<file path="config.mk">
export PLATFORM = sky130hd
export DESIGN_NAME = cordic_vector_atan
export DESIGN_NICKNAME = d
export VERILOG_FILES = /design/src/rtl/cva_pkg.sv /design/src/rtl/cordic_coarse_map.sv /design/src/rtl/cordic_micro_stage.sv /design/src/rtl/cordic_quad_fix.sv /design/src/rtl/cordic_vector_atan.sv
export SDC_FILE = /design/constraint.sdc
export NUM_CORES = 1
export LEC_CHECK = 0
export ABC_AREA = 1
export BUFFER_PORTS_ARGS = -buffer_cell sky130_fd_sc_hd__buf_2
export CORE_MARGIN = 2
export CORE_UTILIZATION = 45
export DETAILED_ROUTE_END_ITERATION = 8
export PLACE_DENSITY_LB_ADDON = 0.05
export RECOVER_POWER = 25
export SLEW_MARGIN = 5
export SYNTH_ARGS = -nofsm -noshare
export SYNTH_HDL_FRONTEND = slang
export SYNTH_SLANG_ARGS = --single-unit
</file>
<file path="constraint.sdc">
create_clock -name vclk -period 37.5
set_clock_uncertainty 0.15 [all_clocks]
set_input_delay 3.75 -clock vclk [all_inputs]
set_output_delay 3.75 -clock vclk [all_outputs]
set_load 0.1 [all_outputs]
</file>
<file path="src/rtl/cva_pkg.sv">
package cva_pkg;

    // Quarter-turn correction that the coarse stage leaves for the tail.
    typedef enum logic [1:0] {
        QF_NONE     = 2'b00,
        QF_ADD_HALF = 2'b01,
        QF_SUB_HALF = 2'b10
    } quad_fix_e;

    localparam real PI_R = 3.14159265358979323846;

    // arctan(2^-step) in angle codes where pi maps to 2^(ang_w-1).
    function automatic longint atan_units(input int step, input int ang_w);
        real r;
        r = $atan(2.0 ** (-step)) / PI_R * (2.0 ** (ang_w - 1));
        return longint'($rtoi(r + 0.5));
    endfunction

    // Spread n_regs register slices evenly over n_bound stage boundaries.
    function automatic bit boundary_reg(input int k, input int n_regs, input int n_bound);
        return ((k + 1) * n_regs) / n_bound != (k * n_regs) / n_bound;
    endfunction

endpackage

</file>
<file path="src/rtl/cordic_coarse_map.sv">
module cordic_coarse_map
    import cva_pkg::*;
#(
    parameter int IN_W    = 16,
    parameter int IW      = 18,
    parameter bit REG_OUT = 1'b0
) (
    input  logic                 clk,
    input  logic                 rst_n,
    input  logic                 v_i,
    input  logic signed [IN_W-1:0] x_i,
    input  logic signed [IN_W-1:0] y_i,
    output logic                 v_o,
    output logic signed [IW-1:0] x_o,
    output logic signed [IW-1:0] y_o,
    output quad_fix_e            q_o
);

    localparam int EXT = IW - IN_W;

    logic signed [IW-1:0] xe, ye;
    logic signed [IW-1:0] xm, ym;
    quad_fix_e            qm;

    assign xe = {{EXT{x_i[IN_W-1]}}, x_i};
    assign ye = {{EXT{y_i[IN_W-1]}}, y_i};

    // Left half-plane: turn a quarter towards the positive real axis.
    always_comb begin
        if (!xe[IW-1]) begin
            xm = xe;
            ym = ye;
            qm = QF_NONE;
        end else if (!ye[IW-1]) begin
            xm = ye;
            ym = -xe;
            qm = QF_ADD_HALF;
        end else begin
            xm = -ye;
            ym = xe;
            qm = QF_SUB_HALF;
        end
    end

    generate
        if (REG_OUT) begin : g_reg
            logic                 v_q;
            logic signed [IW-1:0] x_q, y_q;
            quad_fix_e            q_q;
            always_ff @(posedge clk or negedge rst_n) begin
                if (!rst_n) begin
                    v_q <= 1'b0;
                    x_q <= '0;
                    y_q <= '0;
                    q_q <= QF_NONE;
                end else begin
                    v_q <= v_i;
                    x_q <= xm;
                    y_q <= ym;
                    q_q <= qm;
                end
            end
            assign v_o = v_q;
            assign x_o = x_q;
            assign y_o = y_q;
            assign q_o = q_q;
        end else begin : g_comb
            assign v_o = v_i;
            assign x_o = xm;
            assign y_o = ym;
            assign q_o = qm;
        end
    endgenerate

    // the mapped vector always lies in the right half-plane.
    assert_right_half_R4: assert property (@(posedge clk) disable iff (!rst_n)
        !xm[IW-1]);

endmodule

</file>
<file path="src/rtl/cordic_micro_stage.sv">
module cordic_micro_stage
    import cva_pkg::*;
#(
    parameter int IW      = 18,
    parameter int AW      = 16,
    parameter int STEP    = 0,
    parameter bit REG_OUT = 1'b0
) (
    input  logic                 clk,
    input  logic                 rst_n,
    input  logic                 v_i,
    input  logic signed [IW-1:0] x_i,
    input  logic signed [IW-1:0] y_i,
    input  logic signed [AW-1:0] z_i,
    input  quad_fix_e            q_i,
    output logic                 v_o,
    output logic signed [IW-1:0] x_o,
    output logic signed [IW-1:0] y_o,
    output logic signed [AW-1:0] z_o,
    output quad_fix_e            q_o
);

    localparam logic signed [AW-1:0] ANG_STEP = AW'(atan_units(STEP, AW));

    logic signed [IW-1:0] x_n, y_n;
    logic signed [AW-1:0] z_n;

    // Direction follows the sign of the running y, pushing it towards zero.
    always_comb begin
        if (!y_i[IW-1]) begin
            x_n = x_i + (y_i >>> STEP);
            y_n = y_i - (x_i >>> STEP);
            z_n = z_i + ANG_STEP;
        end else begin
            x_n = x_i - (y_i >>> STEP);
            y_n = y_i + (x_i >>> STEP);
            z_n = z_i - ANG_STEP;
        end
    end

    generate
        if (REG_OUT) begin : g_reg
            logic                 v_q, past_ok;
            logic signed [IW-1:0] x_q, y_q;
            logic signed [AW-1:0] z_q;
            quad_fix_e            q_q;
            always_ff @(posedge clk or negedge rst_n) begin
                if (!rst_n) begin
                    v_q     <= 1'b0;
                    x_q     <= '0;
                    y_q     <= '0;
                    z_q     <= '0;
                    q_q     <= QF_NONE;
                    past_ok <= 1'b0;
                end else begin
                    v_q     <= v_i;
                    x_q     <= x_n;
                    y_q     <= y_n;
                    z_q     <= z_n;
                    q_q     <= q_i;
                    past_ok <= 1'b1;
                end
            end
            assign v_o = v_q;
            assign x_o = x_q;
            assign y_o = y_q;
            assign z_o = z_q;
            assign q_o = q_q;

            // a registered slice delays the valid strobe by one cycle.
            assert_valid_delay_R7: assert property (@(posedge clk) disable iff (!rst_n)
                past_ok |-> (v_o == $past(v_i)));
        end else begin : g_comb
            assign v_o = v_i;
            assign x_o = x_n;
            assign y_o = y_n;
            assign z_o = z_n;
            assign q_o = q_i;
        end
    endgenerate

    // a non-negative running x stays non-negative through a micro-rotation.
    assert_x_nonneg_R3: assert property (@(posedge clk) disable iff (!rst_n)
        !x_i[IW-1] |-> !x_n[IW-1]);

endmodule

</file>
<file path="src/rtl/cordic_quad_fix.sv">
module cordic_quad_fix
    import cva_pkg::*;
#(
    parameter int AW = 16
) (
    input  logic                 clk,
    input  logic                 rst_n,
    input  logic                 v_i,
    input  logic signed [AW-1:0] z_i,
    input  quad_fix_e            q_i,
    output logic                 v_o,
    output logic signed [AW-1:0] angle_o
);

    localparam logic signed [AW-1:0] HALF_PI = {2'b01, {(AW-2){1'b0}}};

    logic signed [AW-1:0] offset;

    always_comb begin
        unique case (q_i)
            QF_NONE:     offset = '0;
            QF_ADD_HALF: offset = HALF_PI;
            QF_SUB_HALF: offset = -HALF_PI;
            default:     offset = '0;
        endcase
    end

    assign angle_o = z_i + offset;
    assign v_o     = v_i;

    // at most one quarter-turn correction is ever requested.
    assert_quad_code_R4: assert property (@(posedge clk) disable iff (!rst_n)
        $onehot0(q_i));

endmodule

</file>
<file path="src/rtl/cordic_vector_atan.sv">
module cordic_vector_atan
    import cva_pkg::*;
#(
    parameter int IN_W      = 16,
    parameter int ANG_W     = 16,
    parameter int ITERS     = 5,
    parameter int PIPE_REGS = 0
) (
    input  logic                    clk,
    input  logic                    rst_n,
    input  logic                    in_valid,
    input  logic signed [IN_W-1:0]  in_x,
    input  logic signed [IN_W-1:0]  in_y,
    output logic                    out_valid,
    output logic signed [ANG_W-1:0] out_angle
);

    // Two guard bits: one for the quarter-turn negation, one for CORDIC gain.
    localparam int IW = IN_W + 2;
    localparam int NB = ITERS + 1;

    logic                    sv [0:ITERS];
    logic signed [IW-1:0]    sx [0:ITERS];
    logic signed [IW-1:0]    sy [0:ITERS];
    logic signed [ANG_W-1:0] sz [0:ITERS];
    quad_fix_e               sq [0:ITERS];

    // Running angle starts at zero; the coarse turn is settled at the tail.
    assign sz[0] = '0;

    cordic_coarse_map #(
        .IN_W    (IN_W),
        .IW      (IW),
        .REG_OUT (boundary_reg(0, PIPE_REGS, NB))
    ) u_coarse (
        .clk   (clk),
        .rst_n (rst_n),
        .v_i   (in_valid),
        .x_i   (in_x),
        .y_i   (in_y),
        .v_o   (sv[0]),
        .x_o   (sx[0]),
        .y_o   (sy[0]),
        .q_o   (sq[0])
    );

    generate
        for (genvar i = 0; i < ITERS; i++) begin : g_stage
            cordic_micro_stage #(
                .IW      (IW),
                .AW      (ANG_W),
                .STEP    (i),
                .REG_OUT (boundary_reg(i + 1, PIPE_REGS, NB))
            ) u_micro (
                .clk   (clk),
                .rst_n (rst_n),
                .v_i   (sv[i]),
                .x_i   (sx[i]),
                .y_i   (sy[i]),
                .z_i   (sz[i]),
                .q_i   (sq[i]),
                .v_o   (sv[i+1]),
                .x_o   (sx[i+1]),
                .y_o   (sy[i+1]),
                .z_o   (sz[i+1]),
                .q_o   (sq[i+1])
            );
        end
    endgenerate

    cordic_quad_fix #(
        .AW (ANG_W)
    ) u_fix (
        .clk     (clk),
        .rst_n   (rst_n),
        .v_i     (sv[ITERS]),
        .z_i     (sz[ITERS]),
        .q_i     (sq[ITERS]),
        .v_o     (out_valid),
        .angle_o (out_angle)
    );

    // the vector leaving the chain remains in the right half-plane.
    assert_final_x_R3: assert property (@(posedge clk) disable iff (!rst_n)
        !sx[ITERS][IW-1]);

endmodule

</file>
==> results of run 1 <==
-- layout by cell type, fill, tap and decap left out, types with 8 or more instances in the layout --
cell        n
a21o_1     12
a21oi_1   115
a31oi_1     9
buf_2      47
ha_1      164
inv_1     258
inv_2      13
nand2_1   363
nand2_2    42
nand3_1    88
nand3_2    16
nand4_1     8
nor2_1    124
nor2_2     10
nor2_4     10
nor3_1     27
nor4_1      8
o21ai_0    59
o21ai_1    15
o21bai_1   14
or2_2       9
xnor2_1    37
xor2_1    142
-- logic make-up (layout without fill, tap and decap cells) --
family / count (synthesis) / in the layout / synth area share (%)
simple gates: 736 / 736 / 33.6
fa+ha+maj: 170 / 170 / 21.0
compound gates: 283 / 283 / 17.0
xor+xnor: 184 / 184 / 16.1
other cells: 2 / 4 / 0.0726
buf+inv: 318 / 325 / 12.3
-- worst max path at each step --
stage	start	to	slack, ns	depth (start not counted)
after floorplan	in_y[15]	out_angle[15]	17.12	90
after global placement	in_y[15]	out_angle[15]	13.75	80
after detailed placement	in_y[15]	out_angle[15]	13.67	80
after CTS	in_y[15]	out_angle[15]	13.64	80
after global routing	in_y[15]	out_angle[15]	7.44	81
final	in_y[15]	out_angle[15]	9.75	80
-- area by class of cell --
class	count	share of cell area [%]
Tap cell	285	3.32
Timing Repair Buffer	50	2.37
Multi-Input combinational cell	1377	84.5
Inverter	275	9.77
-- Yosys cell counts (3+ instances only) --
library cell  count
nor4_1            8
buf_1             7
nand3b_1          5
nand4_1           8
nor2_2           10
o211ai_2          3
a21o_1           12
ha_1            164
nor2_1          124
o2111ai_1         5
nand3_1          88
xnor2_2           3
buf_2            10
nor2_4           10
o21ai_2           6
xor2_1          142
fa_1              6
or2_2             9
a31oi_1           9
inv_2            13
o31ai_1           5
a211oi_1          4
or2_1             6
a21oi_1         115
xnor2_1          37
o21ai_1          15
nand2_1         362
and3_1            3
o21bai_1         14
buf_4             4
nand3_2          16
nand2_4           4
buf_6             4
inv_1           258
clkbuf_1         18
nor3_1           27
nand2_2          43
o21ai_0          59
o21a_1            6
a21oi_2           6
-- through the flow --
stage	utilization (%)	setup slack, ns	cell area [sq um]
after floorplan	-	17.12	10300
after global placement	47.6	13.75	10700
after detailed placement	47.6	13.67	10700
after CTS	47.6	13.64	10700
after global routing	47.6	7.44	10700
final	47.6	9.75	10700
-- worst max-delay path: cells and delay by family --
family          cells  cell delay (ns)
buf+inv            17             7.49
xor+xnor            9             1.48
fa+ha+maj           6             2.12
simple gates       21             3.10
compound gates     27             5.82
-- per-layer routing --
metal / track usage [%] / part of all wire [%]
met5: 0 / 0
met3: 0 / 1.6
met1: 29.2 / 50
met2: 38.7 / 47
met4: 1.97 / 1.1
==> results.cfg, run 1 <==
[sta]
fin_setup_tns_ns = 0
finalHoldWorstSlack_ns = 7.35
rsz0062_at_grt = false
finalSetupViolations = 0
period_share_pct = 74.0
max_freq_mhz = 36.0
worstMarginPinSlew_ns = 2.69
max_slew_margin_pct = -79.0
drv_slew = 109
min_period_ns = 27.75
hold_viol_final = 0

[route]
via_count = 9988
wirelength_um = 25800
dr.pass1.iters = 5
final_antenna_net_count = 0
wire_per_inst_um = 13.0
drt-initial-drc-count = 500
vias_per_cell = 5.03
drc = 0

[final_layout]
post_route_cells_drive_above_1_share_pct = 11.5
stdcell_count = 1987
fillerInstances = 2503
seq_cells = 0
final-seq-area_sq_um = 0
multiInputGateArea_sq_mm = 0.00908
syn_to_final_growth_pct = 3.84
layout.nets = 1909
diodes = 0
n_clock_buffer = 0

[floorplanning]
fp.dieH_um = 156
ios = 52
start_util_pct = 45.8
placementRows = 55
coreArea_sq_mm = 0.0226
die_width_um = 156
die_area_sq_mm = 0.0242

[critical_path]
cpMostUsedCell = nand2_1
cpPeakStageDelay_ns = 2.66
worst-path-max-fanout = 55
start_kind = input port
crit_slowest_cell = clkinvlp_2
crit_required_ns = 33.60
crit_type = in -> out
cp.arrival_ns = 23.85
cp-end-kind = primary output

[worst_hold_path]
min-delay-start = in_valid
min_to = out_valid
hp-class = in -> out
hold_depth = 0

[cts]
postCtsSetupBuffers = 0
post_cts_resized = 0
cts_hold_buf = 0

[logic_synthesis]
yosys_warnings = 0
synth.largest_area_cell = ha_1
synth_top_area_share_pct = 19.8
synth_area_leaders = ha_1 20%, nand2_1 13%, xor2_1 12%
syn_area_sq_mm = 0.0103
synth.yosys.seq_area_share_pct = 0
synth_cells = 1693
post_synth_num_cell_types = 76
syn_area_per_cell_sq_um = 6.11

[placement]
routabilityCongestion = 0.887
dp_hpwl_um = 22300
placement.io_buffers = 47
dpl.cell_count = 1987

[global_route]
grt_pass1_wl_um = 44300
antenna_found_initial = 0
track_usage_pct = 21.2
grt_pass1_vias = 9623
overflow = 0
grt_max_degree = 56

[flow_run]
max-cap-violations = 2

[outcome]
violations = capacitance limit, slew limit
status = complete, but fails checks
Power of run 1 is left out: the tool's default activity adds up to more than one toggle a clock period on the data nets, which glitch-free logic cannot reach.
==> run 2: changes to the inputs <==
Settings changed: ABC_AREA 1 to 0.
Clock period 37.5 ns to 24.2 ns, I/O delays scaled along.
==> run 2 against run 1 <==
Against the previous run:
- the run now ends clean
- synthesized cell count fell by 13%
- hold slack got worse by 2.7 ns
- first-iteration DRC count rose by 21%
- synthesized area fell by 3.0%
- core utilization rose by 0.46 points
- via count fell by 1.1%
- count of clock-buffer cells in the layout did not move
- die area fell by 2.9%
- sequential share of layout area did not move
==> results.cfg, run 2 <==
[logic_synthesis]
synth_top_area_share_pct = 20.5
yosys_warnings = 0
synth_cells = 1469
synthMostInstantiatedCell = ha_1
syn_area_per_cell_sq_um = 6.83
syn_area_sq_mm = 0.0100
yosys.area_share.xor_xnor_pct = 17.5
synth_common_cells = 164 x ha_1, 160 x nor2_1, 144 x a21oi_1, 114 x xnor2_1, 99 x inv_1
synth_fa_ha_area_share_pct = 21.7
synth_top_family_by_area = compound AO/OA/AOI/OAI gates
synth_area_leaders = ha_1 20%, xnor2_1 10%, a21oi_1 7.2%
synth.largest_area_cell = ha_1
synth.yosys.seq_area_share_pct = 0
synthSimpleGateAreaFrac_pct = 22.8
synth-compound-area-share_pct = 30.0
muxShareOfSynthArea_pct = 2.12
post_synth_num_cell_types = 82

[placement]
routabilityCongestion = 0.897
dp_hpwl_um = 23200
placement.io_buffers = 47

[sta]
max_slew_margin_pct = 23.4
finalSetupViolations = 0
min_period_ns = 22.20
hold_viol_final = 0
fin_setup_tns_ns = 0
max_freq_mhz = 45.0
period_share_pct = 91.7
worstMarginPinSlew_ns = 1.15
rsz0062_at_grt = false
drv_slew = 0

[global_route]
busiest_layer = met2
overflow = 0
grt_max_degree = 67
grt_pass1_vias = 9436
antenna_found_initial = 0
grt_pass1_wl_um = 46500
met1_usage_pct = 32.3
grt.met3_usage_pct = 0.227
grtUsageMet2_pct = 40.0
track_usage_pct = 22.9

[floorplanning]
die_width_um = 153
die_area_sq_mm = 0.0235
start_util_pct = 46.0
fp.dieH_um = 153
placementRows = 54
ios = 52
coreArea_sq_mm = 0.0218

[cts]
cts_hold_buf = 0
postCtsSetupBuffers = 0
post_cts_resized = 0

[final_layout]
post_route_cells_drive_above_1_share_pct = 6.72
syn_to_final_growth_pct = 4.50
n_clock_buffer = 0
final-seq-area_sq_um = 0
seq_cells = 0
fillerInstances = 2292
layout.nets = 1680
final_cell_mix = 164 x ha_1, 160 x nor2_1, 144 x a21oi_1, 114 x xnor2_1, 99 x inv_1
layout_commonest_cell = ha_1
diodes = 0

[worst_hold_path]
hp-class = in -> out

[critical_path]
cpMostUsedCell = o21ai_0
crit_type = in -> out
worst-path-max-fanout = 31
startpoint = in_y[0]
crit_path_end = out_angle[15]
cp-end-kind = primary output
start_kind = input port
crit_required_ns = 21.63
cpPeakStageDelay_ns = 0.82
cp.arrival_ns = 19.63
crit_slowest_cell = a2111oi_0

[route]
vias_per_cell = 5.64
final_antenna_net_count = 0
wirelength_um = 27400
drt-initial-drc-count = 603
dr.pass1.iters = 5
wire_per_inst_um = 15.6
via_count = 9883
drc = 0

[outcome]
status = finished, final reports clean

[flow_run]
max-cap-violations = 0
[run 2: cell count changes after synthesis, sizes merged, moves of 18 or more]
cell	before	now
a21o	12	34
a21oi	123	145
clkbuf	18	40
inv	272	99
nand2	409	83
nand2b	0	32
nand3	106	13
nor2b	0	26
o21a	6	24
xnor2	40	116
xor2	144	81
[run 2: stage by stage]
step / instance area [sq um] / hold WS [ns] / setup slack (ns) / util (%) / cells
floorplan: 10000 / 4.90 / 2.51 / - / 1471
global placement: 10500 / 4.69 / 2.13 / 48.0 / 1753
detailed placement: 10500 / 4.69 / 2.10 / 48.0 / 1753
CTS: 10500 / 4.69 / 2.02 / 48.0 / 1753
global route: 10500 / 4.69 / 0.257 / 48.0 / 1753
finish: 10500 / 4.69 / 2.00 / 48.0 / 1753
[run 2: layout make-up]
cell class	instances	area, sq um	area share, %
inverter	102	383	3.65
tap	280	350	3.34
timing repair buffer	53	294	2.81
multi-input combinational	1318	9450	90.2
[run 2: metal layers]
| layer | wire length, um | part of all wire [%] |
|---|---|---|
| met1 | 13700 | 50 |
| met5 | 0 | 0 |
| met2 | 12800 | 47 |
| met3 | 497 | 1.8 |
| met4 | 417 | 1.5 |
[run 2: critical path, delay by kind of cell]
kind                       cells  cell delay [ns]
buffers and inverters         13             3.39
xor gates and xnor gates      11             1.93
adders and majority gates      7             2.15
and+or+nand+nor               14             2.72
AOI/OAI and AO/OA             31             6.99
[run 2: worst min path at each step]
stage                  start         to  slack (ns)  depth (start not counted)
floorplan           in_valid  out_valid        4.90                          1
global placement    in_valid  out_valid        4.69                          0
detailed placement  in_valid  out_valid        4.69                          0
CTS                 in_valid  out_valid        4.69                          0
global route        in_valid  out_valid        4.69                          0
finish              in_valid  out_valid        4.69                          0
[run 2: kinds of logic (layout without fill, tap and decap cells)]
group,count (synthesis),count (layout)
compound gates,464,464
xor+xnor,197,197
fa+ha+maj,170,170
buf+inv,153,155
mux,20,20
other cells,2,4
simple gates,463,463
Power of run 2 is left out for the same reason.
